**src/rtl/keyed_wdt_pkg.sv**
```systemverilog
`timescale 1ns/1ps
package keyed_wdt_pkg;
  localparam int unsigned ADDR_W = 5;
  localparam int unsigned DATA_W = 32;

  // byte offsets
  localparam logic [ADDR_W-1:0] OFS_MODE  = 5'h00;
  localparam logic [ADDR_W-1:0] OFS_LEN   = 5'h04;
  localparam logic [ADDR_W-1:0] OFS_KICK  = 5'h08;
  localparam logic [ADDR_W-1:0] OFS_SWRST = 5'h14;

  localparam logic [7:0]        MODE_KEY   = 8'h22;
  localparam int unsigned       LEN_LSB    = 5;
  localparam logic [LEN_LSB-1:0] LEN_KEY   = 5'h08;
  localparam logic [DATA_W-1:0] KICK_CODE  = 32'h0000_1971;
  localparam logic [DATA_W-1:0] SWRST_CODE = 32'h0000_1209;

  localparam int unsigned MODE_BITS = 7;
  localparam logic [MODE_BITS-1:0] MODE_MASK = 7'h5F;
  localparam int unsigned MB_EN   = 0;
  localparam int unsigned MB_POL  = 1;
  localparam int unsigned MB_EXT  = 2;
  localparam int unsigned MB_IRQ  = 3;
  localparam int unsigned MB_DUAL = 6;

  typedef struct packed {
    logic dual;
    logic irq_en;
    logic ext_en;
    logic pol_hi;
    logic en;
  } mode_t;
endpackage

```
**src/rtl/kwdt_regfile.sv**
```systemverilog
`timescale 1ns/1ps
module kwdt_regfile
  import keyed_wdt_pkg::*;
#(
  parameter int unsigned LEN_W   = 11,
  parameter int unsigned LEN_RST = 1984
) (
  input  logic              clk_i,
  input  logic              rst_ni,
  input  logic [ADDR_W-1:0] addr_i,
  input  logic              we_i,
  input  logic [DATA_W-1:0] wdata_i,
  output logic [DATA_W-1:0] rdata_o,
  output mode_t             mode_o,
  output logic [LEN_W-1:0]  len_next_o,
  output logic              reload_o,
  output logic              kick_o,
  output logic              swrst_o
);
  logic [MODE_BITS-1:0] mode_q;
  logic [LEN_W-1:0]     len_q;
  logic hit_mode, hit_len;

  assign hit_mode = we_i && (addr_i == OFS_MODE) && (wdata_i[DATA_W-1 -: 8] == MODE_KEY);
  assign hit_len  = we_i && (addr_i == OFS_LEN)  && (wdata_i[LEN_LSB-1:0] == LEN_KEY);
  assign kick_o   = we_i && (addr_i == OFS_KICK)  && (wdata_i == KICK_CODE);
  assign swrst_o  = we_i && (addr_i == OFS_SWRST) && (wdata_i == SWRST_CODE);

  assign reload_o   = hit_len || kick_o;
  // reload must see the length being written this cycle
  assign len_next_o = hit_len ? wdata_i[LEN_LSB +: LEN_W] : len_q;

  always_ff @(posedge clk_i or negedge rst_ni) begin
    if (!rst_ni) begin
      mode_q <= '0;
      len_q  <= LEN_W'(LEN_RST);
    end else begin
      if (hit_mode) mode_q <= wdata_i[MODE_BITS-1:0] & MODE_MASK;
      if (hit_len)  len_q  <= wdata_i[LEN_LSB +: LEN_W];
    end
  end

  assign mode_o.en     = mode_q[MB_EN];
  assign mode_o.pol_hi = mode_q[MB_POL];
  assign mode_o.ext_en = mode_q[MB_EXT];
  assign mode_o.irq_en = mode_q[MB_IRQ];
  assign mode_o.dual   = mode_q[MB_DUAL];

  always_comb begin
    rdata_o = '0;
    case (addr_i)
      OFS_MODE: rdata_o[MODE_BITS-1:0] = mode_q;
      OFS_LEN:  rdata_o[LEN_LSB +: LEN_W] = len_q;
      default:  rdata_o = '0;
    endcase
  end

  assert_mode_key_R2: assert property (@(posedge clk_i) disable iff (!rst_ni)
    (we_i && addr_i == OFS_MODE && wdata_i[DATA_W-1 -: 8] != MODE_KEY) |=> $stable(mode_q));
  assert_len_key_R3: assert property (@(posedge clk_i) disable iff (!rst_ni)
    (we_i && addr_i == OFS_LEN && wdata_i[LEN_LSB-1:0] != LEN_KEY) |=> $stable(len_q));
endmodule

```
**src/rtl/kwdt_countdown.sv**
```systemverilog
`timescale 1ns/1ps
module kwdt_countdown #(
  parameter int unsigned LEN_W      = 11,
  parameter int unsigned UNIT_TICKS = 512,
  parameter int unsigned LEN_RST    = 1984
) (
  input  logic             clk_i,
  input  logic             rst_ni,
  input  logic             en_i,
  input  logic             reload_i,
  input  logic [LEN_W-1:0] len_i,
  output logic             expire_o
);
  localparam int unsigned CNT_W = LEN_W + $clog2(UNIT_TICKS);

  logic [CNT_W-1:0] cnt_q, load_val;

  assign load_val = CNT_W'(len_i) * CNT_W'(UNIT_TICKS);
  // last tick of the period; a reload in the same cycle wins
  assign expire_o = en_i && !reload_i && (cnt_q <= CNT_W'(1));

  always_ff @(posedge clk_i or negedge rst_ni) begin
    if (!rst_ni)                  cnt_q <= CNT_W'(LEN_RST) * CNT_W'(UNIT_TICKS);
    else if (reload_i || expire_o) cnt_q <= load_val;
    else if (en_i && cnt_q != '0)  cnt_q <= cnt_q - CNT_W'(1);
  end

  assert_hold_R7: assert property (@(posedge clk_i) disable iff (!rst_ni)
    (!en_i && !reload_i) |=> $stable(cnt_q));
  assert_step_R4: assert property (@(posedge clk_i) disable iff (!rst_ni)
    (en_i && !reload_i && cnt_q > CNT_W'(1)) |=> (cnt_q == $past(cnt_q) - CNT_W'(1)));
endmodule

```
**src/rtl/kwdt_escalate.sv**
```systemverilog
`timescale 1ns/1ps
module kwdt_escalate
  import keyed_wdt_pkg::*;
#(
  parameter int unsigned PULSE_TICKS = 32
) (
  input  logic  clk_i,
  input  logic  rst_ni,
  input  mode_t mode_i,
  input  logic  expire_i,
  input  logic  kick_i,
  input  logic  swrst_i,
  output logic  sys_rst_o,
  output logic  ext_rst_o,
  output logic  irq_o
);
  localparam int unsigned PW = $clog2(PULSE_TICKS + 1);

  logic [PW-1:0] pcnt_q;
  logic          irq_q, fire_rst, pin_act;

  // reset on expiry unless the interrupt stage absorbs it
  assign fire_rst = !mode_i.irq_en || (mode_i.dual && irq_q);

  always_ff @(posedge clk_i or negedge rst_ni) begin
    if (!rst_ni) begin
      irq_q  <= 1'b0;
      pcnt_q <= '0;
    end else begin
      if (!mode_i.en || !mode_i.irq_en || kick_i) irq_q <= 1'b0;
      else if (expire_i)                          irq_q <= !fire_rst;

      if (swrst_i || (expire_i && fire_rst)) pcnt_q <= PW'(PULSE_TICKS);
      else if (pcnt_q != '0)                 pcnt_q <= pcnt_q - PW'(1);
    end
  end

  assign sys_rst_o = (pcnt_q != '0);
  assign pin_act   = sys_rst_o && mode_i.ext_en;
  assign ext_rst_o = mode_i.pol_hi ? pin_act : !pin_act;
  assign irq_o     = irq_q;

  assert_swrst_R6: assert property (@(posedge clk_i) disable iff (!rst_ni)
    swrst_i |=> sys_rst_o);
  assert_quiet_off_R7: assert property (@(posedge clk_i) disable iff (!rst_ni)
    (!mode_i.en && !swrst_i && !sys_rst_o) |=> !sys_rst_o);
  assert_irq_only_R9: assert property (@(posedge clk_i) disable iff (!rst_ni)
    (expire_i && mode_i.irq_en && !mode_i.dual && !swrst_i && !sys_rst_o) |=> (!sys_rst_o && irq_o));
  assert_second_stage_R10: assert property (@(posedge clk_i) disable iff (!rst_ni)
    (expire_i && mode_i.irq_en && mode_i.dual && irq_o) |=> (sys_rst_o && !irq_o));
endmodule

```
**src/rtl/keyed_wdt.sv**
```systemverilog
`timescale 1ns/1ps
module keyed_wdt
  import keyed_wdt_pkg::*;
#(
  parameter int unsigned LEN_W       = 11,
  parameter int unsigned UNIT_TICKS  = 512,
  parameter int unsigned PULSE_TICKS = 32,
  parameter int unsigned LEN_RST     = 1984
) (
  input  logic              clk_i,
  input  logic              rst_ni,
  input  logic [ADDR_W-1:0] bus_addr_i,
  input  logic              bus_we_i,
  input  logic [DATA_W-1:0] bus_wdata_i,
  output logic [DATA_W-1:0] bus_rdata_o,
  output logic              sys_rst_o,
  output logic              ext_rst_o,
  output logic              irq_o
);
  mode_t            mode;
  logic [LEN_W-1:0] len_next;
  logic             reload, kick, swrst, expire;

  kwdt_regfile #(.LEN_W(LEN_W), .LEN_RST(LEN_RST)) i_regfile (
    .clk_i      (clk_i),
    .rst_ni     (rst_ni),
    .addr_i     (bus_addr_i),
    .we_i       (bus_we_i),
    .wdata_i    (bus_wdata_i),
    .rdata_o    (bus_rdata_o),
    .mode_o     (mode),
    .len_next_o (len_next),
    .reload_o   (reload),
    .kick_o     (kick),
    .swrst_o    (swrst)
  );

  kwdt_countdown #(.LEN_W(LEN_W), .UNIT_TICKS(UNIT_TICKS), .LEN_RST(LEN_RST)) i_countdown (
    .clk_i    (clk_i),
    .rst_ni   (rst_ni),
    .en_i     (mode.en),
    .reload_i (reload),
    .len_i    (len_next),
    .expire_o (expire)
  );

  kwdt_escalate #(.PULSE_TICKS(PULSE_TICKS)) i_escalate (
    .clk_i     (clk_i),
    .rst_ni    (rst_ni),
    .mode_i    (mode),
    .expire_i  (expire),
    .kick_i    (kick),
    .swrst_i   (swrst),
    .sys_rst_o (sys_rst_o),
    .ext_rst_o (ext_rst_o),
    .irq_o     (irq_o)
  );
endmodule

```
**config.mk**
```make
export PLATFORM = sky130hd
export DESIGN_NAME = keyed_wdt
export DESIGN_NICKNAME = d
export VERILOG_FILES = /design/src/rtl/keyed_wdt_pkg.sv /design/src/rtl/kwdt_regfile.sv /design/src/rtl/kwdt_countdown.sv /design/src/rtl/kwdt_escalate.sv /design/src/rtl/keyed_wdt.sv
export SDC_FILE = /design/constraint.sdc
export NUM_CORES = 1
export LEC_CHECK = 0
export ABC_AREA = 0
export ABC_CLOCK_PERIOD_IN_PS = 2700
export BUFFER_PORTS_ARGS = -buffer_cell sky130_fd_sc_hd__buf_2
export CAP_MARGIN = 15
export CORE_ASPECT_RATIO = 1.4
export CORE_MARGIN = 5
export CORE_UTILIZATION = 50
export DETAILED_ROUTE_END_ITERATION = 10
export PLACE_DENSITY = 0.77
export SLEW_MARGIN = 10
export SYNTH_ARGS = -nofsm -noshare
export SYNTH_HDL_FRONTEND = slang
export SYNTH_SLANG_ARGS = --single-unit
```
**constraint.sdc**
```tcl
create_clock -name clk_i -period 2.7 [get_ports clk_i]
set_input_delay 0 -clock clk_i [delete_from_list [all_inputs] [get_ports clk_i]]
set_output_delay 0 -clock clk_i [all_outputs]
set_load 0.01 [all_outputs]
```
# After elaboration in Yosys (flattened, before gate mapping)
# Cells that the tools add are included.
# word_totals
ff_bits	44
output_inout_bits	35
elab_cells	57
# classes
add_sub_neg	2
n_lt_le_gt_ge	1
n_eq_ne	7
mux	11
n_reduce_logical	31
# ops
op	n
equality test 32 x 13 -> 1 bit (second input constant)	2
two-way mux 20 bit	2
less-or-equal comparator 20 x 1 -> 1 bit (second input constant)	1
nonzero test 20 bit	1
subtractor 20 x 1 -> 20 bit (second input constant)	1
logical AND 1 bit	14
two-way mux 6 bit	2
two-way mux 11 bit	1
equality test 5 x 4 -> 1 bit (second input constant)	2
two-way mux 9 bit	1
equality test 8 x 6 -> 1 bit (second input constant)	1
logical OR 1 bit	6
nonzero test 2 bit	3
nonzero test 6 bit	1
subtractor 6 x 1 -> 6 bit (second input constant)	1
equality test 5 x 3 -> 1 bit (second input constant)	1
equality test 5 bit (second input constant)	1
zero test 1 bit	5
zero test 5 bit	1
two-way mux 5 bit	1
case mux 2 bit (2 select lines)	1
two-way mux 1 bit	3

# Logic depth before layout (Yosys ltp)
# Gate-level depths: netlist of the first run.
# logic_depth
ltp_word	10
depth_mapped	7
ltp_nobuf	7

# Modules after synthesis
# Synthesis of the first run repeated with hierarchy kept, for this count alone.
# unflattened
hier_cells	285
area_unflattened_um2	2876.5
# modules_own_cells
module	n_inst	cells_each	area_per_inst_um2
kwdt_countdown	1	140	1306.3
kwdt_regfile	1	103	1166.1
kwdt_escalate	1	42	404.1

# Least setup slack after synthesis of the first run
# Ideal clock, no wire load.
# synth_timing
path_type	flip-flop to flip-flop
from	register i_countdown.cnt_q[0]
to	register i_countdown.cnt_q[10]
setup_time_ps	125
arrival_ps	1986
required_time_ps	2575
path_slack_ps	589
path_stages_with_launch	8
n_path_buf	1
period_less_slack_ps	2111
path_cell_list	dfrtp_1 -> inv_1 -> ha_1 -> o21a_1 -> and4_1 -> nor3_1 -> clkbuf_1 -> mux2_2
# synth_via
elab_chain_cells	4
word_cells_on_any_way	9
cone_classes	add/sub: 1; order compare: 1; mux: 2; reduce/logical: 5
# synth_rtl
element	line	source
start: declaration	kwdt_countdown.sv:16	logic [CNT_W-1:0] cnt_q, load_val;
start signal: assignment	kwdt_countdown.sv:23	if (!rst_ni) cnt_q <= CNT_W'(LEN_RST) * CNT_W'(UNIT_TICKS);
start signal: assignment	kwdt_countdown.sv:24	else if (reload_i || expire_o) cnt_q <= load_val;
start signal: assignment	kwdt_countdown.sv:25	else if (en_i && cnt_q != '0) cnt_q <= cnt_q - CNT_W'(1);
less-or-equal comparator 20 x 1 -> 1 bit	kwdt_countdown.sv:20	assign expire_o = en_i && !reload_i && (cnt_q <= CNT_W'(1));
logical AND 1 bit	kwdt_countdown.sv:20	
logical OR 1 bit	kwdt_countdown.sv:24	
two-way mux 20 bit or nonzero test 2 bit (tied branches)	-	
# Parallel ways exist; a longest one is shown, timed or not. The select of a mux whose other input is x is not followed.
# A chain may end at the register's enable or synchronous reset.

# Worst setup path in the final report of the first run
# layout_timing
from	input bus_wdata_i[15]
to	register i_escalate.pcnt_q[5]
# layout_via
elab_chain_cells	9
word_cells_on_any_way	12
cone_classes	eq/ne: 2; mux: 1; reduce/logical: 9
# layout_rtl
element	line	source
start: declaration	keyed_wdt.sv:14	input logic [DATA_W-1:0] bus_wdata_i,
equality test 32 x 13 -> 1 bit	kwdt_regfile.sv:26	assign kick_o = we_i && (addr_i == OFS_KICK) && (wdata_i == KICK_CODE);
logical AND 1 bit	kwdt_regfile.sv:26	
logical OR 1 bit	kwdt_regfile.sv:29	assign reload_o = hit_len || kick_o;
zero test 1 bit	kwdt_countdown.sv:20	
logical AND 1 bit (2 in series)	kwdt_countdown.sv:20	
logical AND 1 bit	kwdt_escalate.sv:33	if (swrst_i || (expire_i && fire_rst)) pcnt_q <= PW'(PULSE_TICKS);
logical OR 1 bit *	kwdt_escalate.sv:33	
two-way mux 6 bit or nonzero test 2 bit (tied branches)	-	
end signal: assignment	kwdt_escalate.sv:33	
end signal: assignment	kwdt_escalate.sv:34	else if (pcnt_q != '0) pcnt_q <= pcnt_q - PW'(1);
end: declaration	kwdt_escalate.sv:19	logic [PW-1:0] pcnt_q;
# Every way passes the cells marked *; elsewhere a longest branch is shown, timed or not.

==> impl_metrics.csv, run 1 <==
group,metric,value,unit
global_route,grt_antenna_before_repair,0,
logic_synthesis,yosysSeqAreaShare,40.5,%
detailed_routing,drtIter0Drc,79,
pwr,leakage,0.00161,uW
timing,rsz0062_at_grt,"false",
pwr,intPower,1140,uW
timing,finalCritPeriodShare,86.3,%
critical_path,path_class,"in -> reg",
logic_synthesis,synth_area_leaders,"dfrtp_1 31%, dfstp_2 9.6%, mux2_2 8.6%",
detailed_routing,vias,2320,
global_route,grt_usage,20.5,%
pwr,finalPower,1550,uW
cts,hold_buffers,16,
finish,area_growth,21.9,%
logic_synthesis,synth_top_area_share,31.0,%
detailed_routing,dr.pass1.iters,4,
pwr,ir_worst_vdd,0.000637,V
timing,worst_hold_slack,0.0287,ns
detailed_routing,vias_per_cell,5.60,
logic_synthesis,synth.distinct_cells,42,
die,io_pins,75,
cts,clockRootBuffer,"clkbuf_8",
die,start_util,50.5,%
finish,final-instance-count-excl-fill,414,
logic_synthesis,synth_top_area_cell,"dfrtp_1",
detailed_routing,ant_nets,0,
pwr,power_frac_seq,49.0,%
global_route,grt_max_degree,45,
pwr,comb_power_share,16.8,%
die,die-area,7100,um2
detailed_routing,wl,6.82,mm
die,die_y,97.7,um
die,die_x,72.7,um
job,cap_violations,0,
hold_path,min_path_type,"in -> reg",
cts,cts_tree,"built",
placement,place_hpwl,4.98,mm
timing,worst_clock_skew,0.0112,ns
logic_synthesis,ys_warn_count,0,
critical_path,cp_max_fo,6,
timing,relSlewSlack,35.8,%
die,rows,32,
logic_synthesis,syn_inst,268,
cts,cts_max_path_buffers,2,
detailed_routing,drc,0,
placement,gp_congestion,0.888,
cts,postCtsSetupRepairBufs,0,
timing,finalCriticalPeriod,2.33,ns
cts,clkTransAtPathRegs,0.08,ns
critical_path,cp-end-kind,"register",
placement,port_buffers,58,
critical_path,crit_required,2.88,ns
finish,layout-drive-gt1-share,34.1,%
status,status,"finished, final reports clean",
pwr,powerDensity,464,nW/um2
cts,ctsHtreeMaxLevel,2,
pwr,switchingPower,414,uW
timing,setup_viol,0,
die,coreArea,5450,um2
timing,worst_slew_pin_slew,0.963,ns
placement,dp_cells,390,
finish,antenna_cells,0,
logic_synthesis,syn_area_per_cell,10.3,um2
timing,tns,0,ns
critical_path,cp-start-kind,"primary input",
logic_synthesis,syn_area,2750,um2
cts,cts_made_buffers,5,
finish,fillers,472,
timing,max_freq,429,MHz
cts,ctsResizeCount,0,
timing,hold_violations,0,
pwr,switching_share,26.6,%
pwr,power_frac_clock,34.2,%
finish,fin_nets,389,
global_route,gr-total-overflow,0,
global_route,grt_pass1_vias,2474,
cts,clkSinkCount,44,
critical_path,worstPathArrival,2.51,ns
cts,clk_latency,0.30,ns
detailed_routing,wire_per_inst,16.5,um
logic_synthesis,ys_seq_elements,44,
timing,drv_slew,0,
global_route,grt_pass1_wl,11.5,mm
==> cells by family (layout without fill, tap and decap cells) <==
kind of cell    count (synthesis)  after routing  synth area share (%)
fa+ha+maj                       4              4                  1.82
simple gates                  117            117                  25.0
xor+xnor                       20             20                  6.38
flops                          44             44                  40.5
buf+inv                        30             93                  6.56
other cells                     1             16                 0.136
compound gates                 22             22                  6.01
mux                            30             30                  13.5
==> metrics by stage <==
stage	utilization [%]	cell area [um2]	worst slack, ns
after floorplan	-	2800	0.589
after CTS	61.5	3350	0.335
after detailed placement	56.3	3070	0.446
final	61.5	3350	0.369
after global routing	61.5	3350	0.183
after global placement	56.3	3070	0.528
==> metal layers <==
metal / GRT usage, % / up-vias / share of wire, %
met2: 37.5 / 75 / 56
met1: 21.5 / 1126 / 36
met3: 4.55 / 21 / 4.8
met5: 0 / - / 0
met4: 9.52 / 0 / 3.1
li1: - / 1098 / -
==> final timing paths <==
check,end,slack [ns],depth (start not counted),from
max in group asynchronous,i_countdown.cnt_q[1],1.72,2,rst_ni
worst max-delay path,i_escalate.pcnt_q[5],0.37,7,bus_wdata_i[15]
min in group asynchronous,i_countdown.cnt_q[8],0.39,2,rst_ni
worst max register to register,i_countdown.cnt_q[1],0.43,5,i_countdown.cnt_q[14]
worst min-delay path,i_regfile.len_q[0],0.03,2,bus_wdata_i[5]
worst min register to register,i_regfile.mode_q[4],0.53,1,i_regfile.mode_q[4]
==> flip-flops by register name, indices dropped and copies added (netlist names) <==
signal	flops
i_countdown.cnt_q	20
i_regfile.len_q	11
i_regfile.mode_q	6
i_escalate.irq_o	1
i_escalate.pcnt_q	6
==> worst max-delay path, stage by stage <==
cell and delay, ns:
dlygate4sd3_1 0.54, buf_2 0.13, nor4_1 0.30, nand4_1 0.20
or4_1 0.62, a41o_1 0.33, or3b_1 0.39
==> power by group through the flow <==
stage                     registers [uW]  logic, uW  clock network, uW
after global routing                 773        296                571
after floorplan                      760        180                  0
after CTS                            762        260                540
final                                761        261                532
after global placement               770        231                  0
after detailed placement             773        243                  0
==> area by class of cell <==
class,instances,area (um2),area share [%]
clock inverter,2,38.8,1.16
multi-input combinational,209,1510,45.1
timing repair buffer,81,503,15.0
sequential,44,1110,33.3
inverter,4,15.0,0.448
tap,68,85.1,2.54
clock buffer,6,82.6,2.47
==> cells in the mapped netlist <==
cell type,instances
dfrtp_1,34
mux2_2,21
nor2_1,18
and2_1,16
buf_4,16
xnor2_1,13
nand2_1,12
nor4_1,12
nor3_1,11
dfstp_2,10
clkbuf_1,9
mux2_4,9
nand3_1,9
nor3b_1,7
o2111ai_1,7
xor2_1,7
nand4_1,5
or3_1,5
a21oi_1,4
ha_1,4
inv_1,4
o211ai_1,4
nor4b_1,3
or4_1,3
and3_1,2
and4_1,2
nand3b_1,2
nand4b_1,2
nor2b_1,2
o31ai_1,2
or3_4,2
a211oi_1,1
a22o_1,1
a41o_1,1
and4bb_2,1
buf_6,1
conb_1,1
o21a_1,1
o21ai_0,1
or2_2,1
or3b_1,1
or3b_4,1
==> layout by cell type (no fill, tap or decap), drive strengths merged, types with 2 or more instances in the layout <==
| cell | Yosys | layout |
|---|---|---|
| ha | 4 | 4 |
| nand2 | 12 | 12 |
| a21oi | 4 | 4 |
| o211ai | 4 | 4 |
| nor3 | 11 | 11 |
| nor4b | 3 | 3 |
| nand3 | 9 | 9 |
| xor2 | 7 | 7 |
| buf | 17 | 65 |
| inv | 4 | 4 |
| nand3b | 2 | 2 |
| and3 | 2 | 2 |
| nor4 | 12 | 12 |
| conb | 1 | 16 |
| nand4 | 5 | 5 |
| xnor2 | 13 | 13 |
| nor2 | 18 | 18 |
| nor2b | 2 | 2 |
| mux2 | 30 | 30 |
| nor3b | 7 | 7 |
| dlygate4sd3 | 0 | 16 |
| or3b | 2 | 2 |
| or4 | 3 | 3 |
| or3 | 7 | 7 |
| clkbuf | 9 | 6 |
| dfrtp | 34 | 34 |
| dfstp | 10 | 10 |
| nand4b | 2 | 2 |
| and2 | 16 | 16 |
| o2111ai | 7 | 7 |
| o31ai | 2 | 2 |
| and4 | 2 | 2 |
(Power assumes the default switching activity.)
==> run 2: changes to the inputs <==
--- a/config.mk
+++ b/config.mk
@@ -6,7 +6,7 @@
 export NUM_CORES = 1
 export LEC_CHECK = 0
 export ABC_AREA = 0
-export ABC_CLOCK_PERIOD_IN_PS = 2700
+export ABC_CLOCK_PERIOD_IN_PS = 2760
 export BUFFER_PORTS_ARGS = -buffer_cell sky130_fd_sc_hd__buf_2
 export CAP_MARGIN = 15
 export CORE_ASPECT_RATIO = 1.4
==> constraint.sdc (replaced) <==
create_clock -name clk_i -period 2.76 [get_ports clk_i]
set_input_delay 0 -clock clk_i [delete_from_list [all_inputs] [get_ports clk_i]]
set_output_delay 0 -clock clk_i [all_outputs]
set_load 0.01 [all_outputs]
==> run 2 against run 1 <==
Clock skew is 0.0028 ns lower. Critical endpoint unchanged. Count of clock-buffer cells in the layout is 1 lower. Clock power is 5.1% lower. Critical path type unchanged. Sequential power is 2% lower. Sequential share of layout area is 0.16 points higher.
==> impl_metrics.csv, run 2 (synthesis results as in run 1) <==
group,metric,value,unit
status,status,"finished, final reports clean",
placement,dp_cells,390,
critical_path,crit_chain,"dlygate4sd3_1 -> buf_2 -> nor4_1 -> nand4_1 -> or4_1 -> a41o_1 -> or3b_1",
finish,antenna_cells,0,
finish,largest_reg_flops,20,
finish,layout-drive-gt1-share,34.2,%
critical_path,worstPathArrival,2.54,ns
pwr,finalPower,1500,uW
pwr,power_frac_seq,49.6,%
die,start_util,50.5,%
critical_path,crit_slowest_cell,"or4_1",
critical_path,crit_required,2.94,ns
critical_path,cp-end-kind,"register",
cts,postCtsSetupRepairBufs,0,
pwr,ir_worst_vdd,0.000406,V
die,rows,32,
detailed_routing,drc,0,
detailed_routing,wl,6.55,mm
critical_path,cp-start-kind,"primary input",
cts,cts_max_path_buffers,2,
pwr,switchingPower,408,uW
timing,finalCriticalPeriod,2.36,ns
detailed_routing,ant_nets,0,
die,die_y,97.7,um
finish,area_growth,21.3,%
cts,ctsHtreeMaxLevel,2,
critical_path,path_class,"in -> reg",
finish,fillers,460,
global_route,grt_pass1_wl,10.9,mm
timing,worst_slew_pin_slew,0.981,ns
global_route,grt_antenna_before_repair,0,
finish,regMostFlops,"i_countdown.cnt_q",
critical_path,critical_path_buf_inv_count,2,
detailed_routing,wire_per_inst,15.9,um
die,io_pins,75,
pwr,power_frac_clock,33.6,%
cts,cts_tree,"built",
job,cap_violations,0,
cts,clk_latency,0.30,ns
pwr,intPower,1090,uW
timing,finalCritPeriodShare,85.7,%
timing,setup_slack,0.396,ns
timing,tns,0,ns
die,die-area,7100,um2
finish,top_regs,"i_countdown.cnt_q (20), i_regfile.len_q (11)",
pwr,switching_share,27.2,%
detailed_routing,vias_per_cell,5.47,
timing,worst_clock_skew,0.00844,ns
global_route,gr-total-overflow,0,
critical_path,crit_cells,7,
pwr,leakage,0.00160,uW
finish,mostFrequentLayoutCells,"58 x buf_2, 34 x dfrtp_1, 21 x mux2_2",
timing,rsz0062_at_grt,"false",
cts,ctsResizeCount,0,
finish,fin_nets,388,
timing,setup_viol,0,
detailed_routing,drtIter0Drc,74,
die,coreArea,5450,um2
critical_path,reg2regPathDepth,5,
cts,clockRootBuffer,"clkbuf_8",
finish,final_common_cell,"buf_2",
critical_path,max_stage_delay,0.62,ns
finish,stdcell_area,3330,um2
finish,final-instance-count-excl-fill,413,
critical_path,cp_top_family,"simple AND/OR/NAND/NOR gates",
placement,post_dp_cell_area,3070,um2
placement,place_ws,0.574,ns
hold_path,min_path_cells,2,
detailed_routing,dr.pass1.iters,4,
die,die_x,72.7,um
pwr,powerDensity,450,nW/um2
placement,gp_congestion,0.903,
timing,drv_slew,0,
critical_path,cp_max_fo,6,
cts,cts_made_buffers,5,
timing,hold_violations,0,
hold_path,min_path_type,"in -> reg",
detailed_routing,vias,2261,
global_route,grt_max_degree,45,
placement,place_hpwl,4.95,mm
pwr,comb_power_share,16.8,%
cts,clkSinkCount,44,
placement,port_buffers,58,
global_route,grt_pass1_vias,2356,
cts,clkTransAtPathRegs,0.09,ns
timing,relSlewSlack,34.6,%
timing,max_freq,423,MHz
global_route,grt_usage,19.3,%
run 2: area by class of cell:
type | count | area [um2] | area share [%]
Tap cell | 68 | 85.1 | 2.55
Sequential cell | 44 | 1110 | 33.4
Inverter | 4 | 15.0 | 0.451
Clock buffer | 5 | 68.8 | 2.07
Multi-Input combinational cell | 209 | 1510 | 45.3
Clock inverter | 3 | 46.3 | 1.39
Timing Repair Buffer | 80 | 493 | 14.8
run 2: per-stage QoR:
| step | hold slack, ns | util [%] |
|---|---|---|
| 2_1_floorplan | -0.296 | - |
| 3_3_place_gp | 0.198 | 56.3 |
| 3_5_place_dp | 0.211 | 56.3 |
| 4_1_cts | 0.000658 | 61.2 |
| 5_1_grt | 0.00000858 | 61.2 |
| 6_report | 0.0132 | 61.2 |
run 2: worst register-to-register path, delay by kind of cell (launching register included):
family | cells | cell delay [ns]
compound gates | 1 | 0.34
flops | 1 | 0.40
mux | 1 | 0.37
simple gates | 3 | 0.99
run 2: path summary, 6_finish.rpt:
kind                                       from                    to  slack (ns)
min                              bus_wdata_i[0]   i_regfile.mode_q[0]        0.01
max in group asynchronous                rst_ni  i_countdown.cnt_q[2]        1.75
min reg2reg                 i_regfile.mode_q[4]   i_regfile.mode_q[4]        0.52
max reg2reg                i_countdown.cnt_q[6]  i_countdown.cnt_q[1]        0.57
max                             bus_wdata_i[15]  i_escalate.pcnt_q[5]        0.40
min in group asynchronous                rst_ni  i_countdown.cnt_q[5]        0.39
run 2: power by group through the flow:
stage | combinational, uW | clock (uW) | sequential [uW]
finish | 252 | 505 | 744
global route | 294 | 549 | 754
CTS | 251 | 517 | 743
detailed placement | 235 | 0 | 754
global placement | 226 | 0 | 753
floorplan | 176 | 0 | 743
run 2: per-layer routing:
| layer | global-route usage, % | share of wire [%] | vias to the layer above |
|---|---|---|---|
| met5 | 0 | 0 | - |
| met4 | 7.95 | 2.7 | 0 |
| met1 | 21.3 | 38 | 1075 |
| li1 | - | - | 1090 |
| met3 | 4.04 | 5.0 | 18 |
| met2 | 34.8 | 54 | 78 |
run 2: repair_timing:
action | 4_1_cts | 5_1_grt
hold buffers | 15 | 0
setup endpoints to repair | 0 | 0
endpoints found under the hold margin | 49 | 0
